[src/rtl/swl_pkg.sv]
// Package: shared sizes and destination codes for the serial word loader.
// Assumes a fixed two-bit destination code in the lowest bits of each word.
package swl_pkg;
    localparam int WORD_W   = 24;
    localparam int ADDR_W   = 2;
    localparam int PAY_W    = WORD_W - ADDR_W;
    localparam int NUM_DEST = 1 << ADDR_W;

    typedef enum logic [ADDR_W-1:0] {
        DST_REF  = 2'b00,
        DST_ABC  = 2'b01,
        DST_FUNC = 2'b10,
        DST_INIT = 2'b11
    } dest_e;
endpackage

[src/rtl/line_sync.sv]
// Module: line_sync
// Brings W asynchronous lines into the clk domain through STAGES flops each.
// Assumes every input holds its level for at least STAGES clk periods.
module line_sync #(
    parameter int W      = 3,
    parameter int STAGES = 2
) (
    input  logic         clk,
    input  logic         rst_n,
    input  logic [W-1:0] async_i,
    output logic [W-1:0] level_o
);
    logic [STAGES-1:0][W-1:0] stage_q;

    genvar s;
    generate
        for (s = 0; s < STAGES; s++) begin : g_stage
            if (s == 0) begin : g_first
                // Capture the raw line levels.
                always_ff @(posedge clk) begin
                    if (!rst_n) stage_q[0] <= '0;
                    else        stage_q[0] <= async_i;
                end
            end else begin : g_next
                // Pass the levels down the chain one stage.
                always_ff @(posedge clk) begin
                    if (!rst_n) stage_q[s] <= '0;
                    else        stage_q[s] <= stage_q[s-1];
                end
            end
        end
    endgenerate

    assign level_o = stage_q[STAGES-1];
endmodule

[src/rtl/edge_detect.sv]
// Module: edge_detect
// Flags a one-cycle rise for each synchronized line.
// Assumes the inputs are already in the clk domain.
module edge_detect #(
    parameter int W = 2
) (
    input  logic         clk,
    input  logic         rst_n,
    input  logic [W-1:0] level_i,
    output logic [W-1:0] rise_o
);
    logic [W-1:0] last_q;

    // Remember the previous level of each line.
    always_ff @(posedge clk) begin
        if (!rst_n) last_q <= '0;
        else        last_q <= level_i;
    end

    assign rise_o = level_i & ~last_q;
endmodule

[src/rtl/word_assembler.sv]
// Module: word_assembler
// Shifts serial bits in MSB first, counts them, and on a latch rise either
// issues a commit of the full word or flags a bad frame. A bit edge in the
// same cycle as the latch rise is shifted and counted before the check.
module word_assembler #(
    parameter int WORD_W = 24
) (
    input  logic              clk,
    input  logic              rst_n,
    input  logic              bit_rise_i,
    input  logic              bit_val_i,
    input  logic              latch_rise_i,
    output logic              commit_o,
    output logic [WORD_W-1:0] word_o,
    output logic              bad_o
);
    localparam int CNT_W = $clog2(WORD_W + 2);
    localparam logic [CNT_W-1:0] FULL = CNT_W'(WORD_W);
    localparam logic [CNT_W-1:0] CAP  = CNT_W'(WORD_W + 1);

    logic [WORD_W-1:0] sr_q, sr_nx;
    logic [CNT_W-1:0]  cnt_q, cnt_nx;

    // Next shift register and saturating bit count.
    always_comb begin
        sr_nx  = sr_q;
        cnt_nx = cnt_q;
        if (bit_rise_i) begin
            sr_nx = {sr_q[WORD_W-2:0], bit_val_i};
            if (cnt_q != CAP) cnt_nx = cnt_q + 1'b1;
        end
    end

    // Shift, count, and judge the frame on a latch rise.
    always_ff @(posedge clk) begin
        if (!rst_n) begin
            sr_q     <= '0;
            cnt_q    <= '0;
            commit_o <= 1'b0;
            bad_o    <= 1'b0;
            word_o   <= '0;
        end else begin
            sr_q     <= sr_nx;
            cnt_q    <= latch_rise_i ? '0 : cnt_nx;
            commit_o <= latch_rise_i && (cnt_nx == FULL);
            bad_o    <= latch_rise_i && (cnt_nx != FULL);
            if (latch_rise_i && (cnt_nx == FULL)) word_o <= sr_nx;
        end
    end
endmodule

[src/rtl/latch_bank.sv]
// Module: latch_bank
// Holds one payload latch per destination code and loads the addressed one
// on commit; the init code also loads the function latch. Strobes are
// registered with the latches so they align with the new value.
module latch_bank
    import swl_pkg::*;
#(
    parameter int WORD_W = 24,
    parameter int ADDR_W = 2
) (
    input  logic                                 clk,
    input  logic                                 rst_n,
    input  logic                                 commit_i,
    input  logic [WORD_W-1:0]                    word_i,
    output logic [(1<<ADDR_W)-1:0][WORD_W-ADDR_W-1:0] lat_o,
    output logic [(1<<ADDR_W)-1:0]               load_o
);
    localparam int ND = 1 << ADDR_W;
    localparam int PW = WORD_W - ADDR_W;

    logic [ADDR_W-1:0] code;
    logic [PW-1:0]     payload;
    assign code    = word_i[ADDR_W-1:0];
    assign payload = word_i[WORD_W-1:ADDR_W];

    genvar d;
    generate
        for (d = 0; d < ND; d++) begin : g_dest
            logic hit;
            if (d == int'(DST_FUNC)) begin : g_func
                assign hit = (code == ADDR_W'(d)) || (code == ADDR_W'(DST_INIT));
            end else begin : g_plain
                assign hit = (code == ADDR_W'(d));
            end

            // Load this destination and pulse its strobe when addressed.
            always_ff @(posedge clk) begin
                if (!rst_n) begin
                    lat_o[d]  <= '0;
                    load_o[d] <= 1'b0;
                end else begin
                    load_o[d] <= commit_i && hit;
                    if (commit_i && hit) lat_o[d] <= payload;
                end
            end
        end
    endgenerate
endmodule

[src/rtl/serial_word_loader.sv]
// Module: serial_word_loader (top)
// Three-wire serial receiver that routes 24-bit words into four latches by
// their two-bit code. Assumes serial line intervals exceed two clk periods.
module serial_word_loader
    import swl_pkg::*;
(
    input  logic             clk,
    input  logic             rst_n,
    input  logic             ser_clk_i,
    input  logic             ser_data_i,
    input  logic             ser_le_i,
    output logic [PAY_W-1:0] ref_word_o,
    output logic [PAY_W-1:0] abc_word_o,
    output logic [PAY_W-1:0] func_word_o,
    output logic [PAY_W-1:0] init_word_o,
    output logic             ref_load_o,
    output logic             abc_load_o,
    output logic             func_load_o,
    output logic             init_load_o,
    output logic             frame_err_o
);
    logic [2:0]          lvl;
    logic [1:0]          rise;
    logic                commit, bad;
    logic [WORD_W-1:0]   word;
    logic [NUM_DEST-1:0][PAY_W-1:0] lat;
    logic [NUM_DEST-1:0] load;
    logic                err_q;

    line_sync #(.W(3), .STAGES(2)) u_sync (
        .clk(clk), .rst_n(rst_n),
        .async_i({ser_le_i, ser_data_i, ser_clk_i}),
        .level_o(lvl)
    );

    edge_detect #(.W(2)) u_edge (
        .clk(clk), .rst_n(rst_n),
        .level_i({lvl[2], lvl[0]}),
        .rise_o(rise)
    );

    word_assembler #(.WORD_W(WORD_W)) u_asm (
        .clk(clk), .rst_n(rst_n),
        .bit_rise_i(rise[0]), .bit_val_i(lvl[1]), .latch_rise_i(rise[1]),
        .commit_o(commit), .word_o(word), .bad_o(bad)
    );

    latch_bank #(.WORD_W(WORD_W), .ADDR_W(ADDR_W)) u_bank (
        .clk(clk), .rst_n(rst_n),
        .commit_i(commit), .word_i(word),
        .lat_o(lat), .load_o(load)
    );

    // Sticky framing error, cleared only by reset.
    always_ff @(posedge clk) begin
        if (!rst_n)   err_q <= 1'b0;
        else if (bad) err_q <= 1'b1;
    end

    assign ref_word_o  = lat[DST_REF];
    assign abc_word_o  = lat[DST_ABC];
    assign func_word_o = lat[DST_FUNC];
    assign init_word_o = lat[DST_INIT];
    assign ref_load_o  = load[DST_REF];
    assign abc_load_o  = load[DST_ABC];
    assign func_load_o = load[DST_FUNC];
    assign init_load_o = load[DST_INIT];
    assign frame_err_o = err_q;
endmodule

[config.mk]
export PLATFORM = sky130hd
export DESIGN_NAME = serial_word_loader
export DESIGN_NICKNAME = d
export VERILOG_FILES = /design/src/rtl/swl_pkg.sv /design/src/rtl/line_sync.sv /design/src/rtl/edge_detect.sv /design/src/rtl/word_assembler.sv /design/src/rtl/latch_bank.sv /design/src/rtl/serial_word_loader.sv
export SDC_FILE = /design/constraint.sdc
export NUM_CORES = 1
export LEC_CHECK = 0
export BUFFER_PORTS_ARGS = -buffer_cell sky130_fd_sc_hd__buf_2
export CAP_MARGIN = 10
export CORE_ASPECT_RATIO = 0.5
export CORE_MARGIN = 3
export CORE_UTILIZATION = 30
export CTS_BUF_LIST = sky130_fd_sc_hd__clkbuf_8
export DETAILED_ROUTE_END_ITERATION = 7
export GPL_TIMING_DRIVEN = 0
export PLACE_DENSITY_LB_ADDON = 0.05
export SETUP_SLACK_MARGIN = 0.2
export SYNTH_ARGS = -nofsm -noshare
export SYNTH_HDL_FRONTEND = slang
export SYNTH_SLANG_ARGS = --single-unit
[constraint.sdc]
create_clock -name clk -period 3.34 [get_ports clk]
set_input_delay 0.334 -clock clk [delete_from_list [all_inputs] [get_ports clk]]
set_output_delay 0.334 -clock clk [all_outputs]
set_load 0.01 [all_outputs]
==> key figures <==
Floorplan
  – Die Span X: about 200 µm
  – Die height: between 100 and 150 µm
  – FP Rows: 35
  – Initial Util: 0.315
  – # IOs: 98
  – Core box area: around 19000 µm²
  – Full die area: approximately 22000 µm²

Critical path
  – Worst EP arrival: ~2.6 ns
  – Worst r2r src: u_asm.cnt_q[0]
  – Crit. End Element: flip-flop
  – Critical path type: reg -> reg
  – CP Data Required Time: approximately 3.7 ns
  – Reg2Reg Setup Slack: around 1.1 ns
  – Reg2reg path depth: 7
  – Critical Path Start Type: flip-flop
  – Reg-to-Reg End: u_asm.word_o[19]
  – Worst Path Max Fanout: 10
  – Critical Path Sink: u_asm.word_o[19]
  – CP startpoint: u_asm.cnt_q[0]

Timing
  – Unrepaired setup endpoints after global routing: no
  – Final critical-path required period: approximately 2.3 ns
  – Slew HR: 0.548
  – Clock Skew: between 0.01 and 0.015 ns
  – Final hold violations: 0
  – Final Cycle Share: 0.683
  – Final setup TNS: 0 ns
  – Tightest Pin Transition: 0.677 ns
  – Slew Limit Fails: 0
  – Setup violations, final: 0
  – Fmax: between 400 and 500 MHz

Clock tree
  – Clock transition at path regs: around 0.080 ns
  – Post-CTS Resized: 0
  – Clk buf depth: 2
  – H-Tree Depth: 4
  – CTS Buf Count: 17
  – CTS Hold Bufs: 0
  – CTS tree: done
  – Setup repair bufs after CTS: 0
  – Root buffer cell: clkbuf_8
  – Clk_lat worst skew: roughly 0.45 ns
  – CTS Sinks: 156

Min path
  – Tightest Hold Check Type: in -> reg

Cells and area
  – Diodes inserted: 0
  – Share of cells above drive strength 1: 0.211
  – Post-synthesis to final-layout area growth: 21.2%
  – NumNets Final: between 700 and 800

Drt
  – Via count: 4521
  – DR WL/cell: 15.4 µm
  – First-pass DRT Iterations: 4
  – ANT nets after route: 0
  – Vias per cell: ~4.4
  – DRC: 0
  – Post-Route WL: around 16 mm
  – Drt first-iter violations: 147

Yosys
  – Post-Syn Instances: 646
  – Count leader, synth: nand2_1
  – Dominant cell type by area after synthesis: dfxtp_1
  – Async set-reset flop share out of synthesis: 0
  – Post-synthesis sequential area ratio: 0.524
  – Top cells by area, synth: dfxtp_1 52%, nand2_1 14%, a21boi_0 14%
  – Synth Area per Inst: slightly above 9 µm²
  – Primary FF master, synth: dfxtp_1
  – Synth cell types: 41
  – Synthesized cell area: 5960 µm²
  – Synth top cells by count: 230 x nand2_1, 156 x dfxtp_1, 111 x a21boi_0
  – EDFF count, synth: 0
  – Post-synth top area share: 0.524
  – Flops & latches, synth: 156
  – Synth warnings: 0
  – Syn nets: 653

Global routing
  – Antenna violations before repair: 0
  – Vias in the first global route: approximately 4.5k
  – Gr usage total: 0.155
  – Largest net degree at the start of global routing: 17
  – Total gr overflow: 0
  – First-pass GRT wire length: about 26 mm

Power and ir drop
  – Peak supply drop: 0.228 mV
  – PwrDens: ~500 nW/µm²
  – Pleak: 2.76 nW
  – Final Total Pwr: about 3.6 mW

Flow run
  – Max-Cap Viols: 0

Placement
  – Input/output buffers: between 90 and 100
  – DP HPWL: approximately 12 mm
  – Final GP Congestion: between 0.6 and 0.7

Run status
  – Status: finished clean
cell usage in the layout (no fill, tap or decap), drive strengths merged, types with 3 or more instances in the layout:
cell      n
a21boi  111
and2     35
buf     104
bufinv    5
clkbuf   54
clkinv    5
dfxtp   156
inv       4
mux2     23
nand2   230
nand2b    3
nand3b    3
nor2      9
xor2      3
cell families after synthesis:
logic type                 Yosys count  share of synthesized area
muxes                               25                     0.0588
and+or+nand+nor                    296                      0.218
DFF                                156                      0.524
adders and majority gates            2                    0.00420
AOI/OAI and AO/OA                  118                      0.153
buffers and inverters               45                     0.0359
xor gates and xnor gates             4                    0.00588
cell type report:
type,instances,area [µm²]
flip-flops and latches,156,3120
multi-input cells,445,2620
fillers,2012,11700
well taps,259,324
repair buffers,96,480
inverters,2,7.51
clock inverters,13,198
plain buffers,43,206
clock buffers,19,262
through the flow:
| stage | hold slack (ns) | util | instance area [µm²] | worst slack (ns) | std cells |
|---|---|---|---|---|---|
| 2_1_floorplan | 0.405 | - | 5960 | 1.28 | 646 |
| 3_3_place_gp | 0.421 | 0.358 | 6760 | 1.03 | 1001 |
| 4_1_cts | 0.0575 | 0.382 | 7220 | 1.01 | 1033 |
| 6_report | 0.0977 | 0.382 | 7220 | 1.06 | 1033 |
| 3_5_place_dp | 0.419 | 0.358 | 6760 | 1.03 | 1001 |
| 5_1_grt | 0.0722 | 0.382 | 7220 | 0.905 | 1033 |
per-layer routing:
| metal | up-vias | global-route usage | part of all wire |
|---|---|---|---|
| met3 | 12 | 0.0355 | 0.042 |
| met4 | 0 | 0.0482 | 0.0091 |
| met1 | 2114 | 0.223 | 0.53 |
| met2 | 70 | 0.230 | 0.42 |
| li1 | 2325 | - | - |
| met5 | - | 0 | 0 |
state kept, by name (all words and copies together), names as in the netlist:
name            cells
u_asm.word_o       24
u_sync.stage_q      3
u_sync.level_o      3
u_asm.commit_o      1
u_asm.bad_o         1
u_bank.lat_o       88
u_asm.sr_q         24
u_asm.cnt_q         5
frame_err_o         1
u_bank.load_o       4
u_edge.last_q       2
critical path, cell delays in order (launching register included):
cell and delay, ns:
dfxtp_1 0.50, ha_1 0.23, nand3_2 0.12, a2111oi_4 0.38, o32ai_2 0.17, nor2_4 0.27, buf_12 0.19, mux2_4 0.30
worst min-delay path by stage:
stage,startpoint,endpoint,cells after the start,slack (ns)
2_1_floorplan,u_asm.bad_o,frame_err_o,1,0.41
3_3_place_gp,u_asm.bad_o,frame_err_o,1,0.42
3_5_place_dp,u_asm.bad_o,frame_err_o,1,0.42
4_1_cts,ser_clk_i,u_sync.stage_q[0],2,0.06
5_1_grt,ser_le_i,u_sync.stage_q[2],2,0.07
6_report,ser_clk_i,u_sync.stage_q[0],2,0.1
where the power goes:
| group | internal, mW | total [mW] | switching (mW) |
|---|---|---|---|
| combinational | 0.0315 | 0.0807 | 0.0492 |
| sequential | 1.86 | 1.87 | 0.00481 |
| clock | 0.923 | 1.65 | 0.723 |
Power figures use the tool's default switching activity.
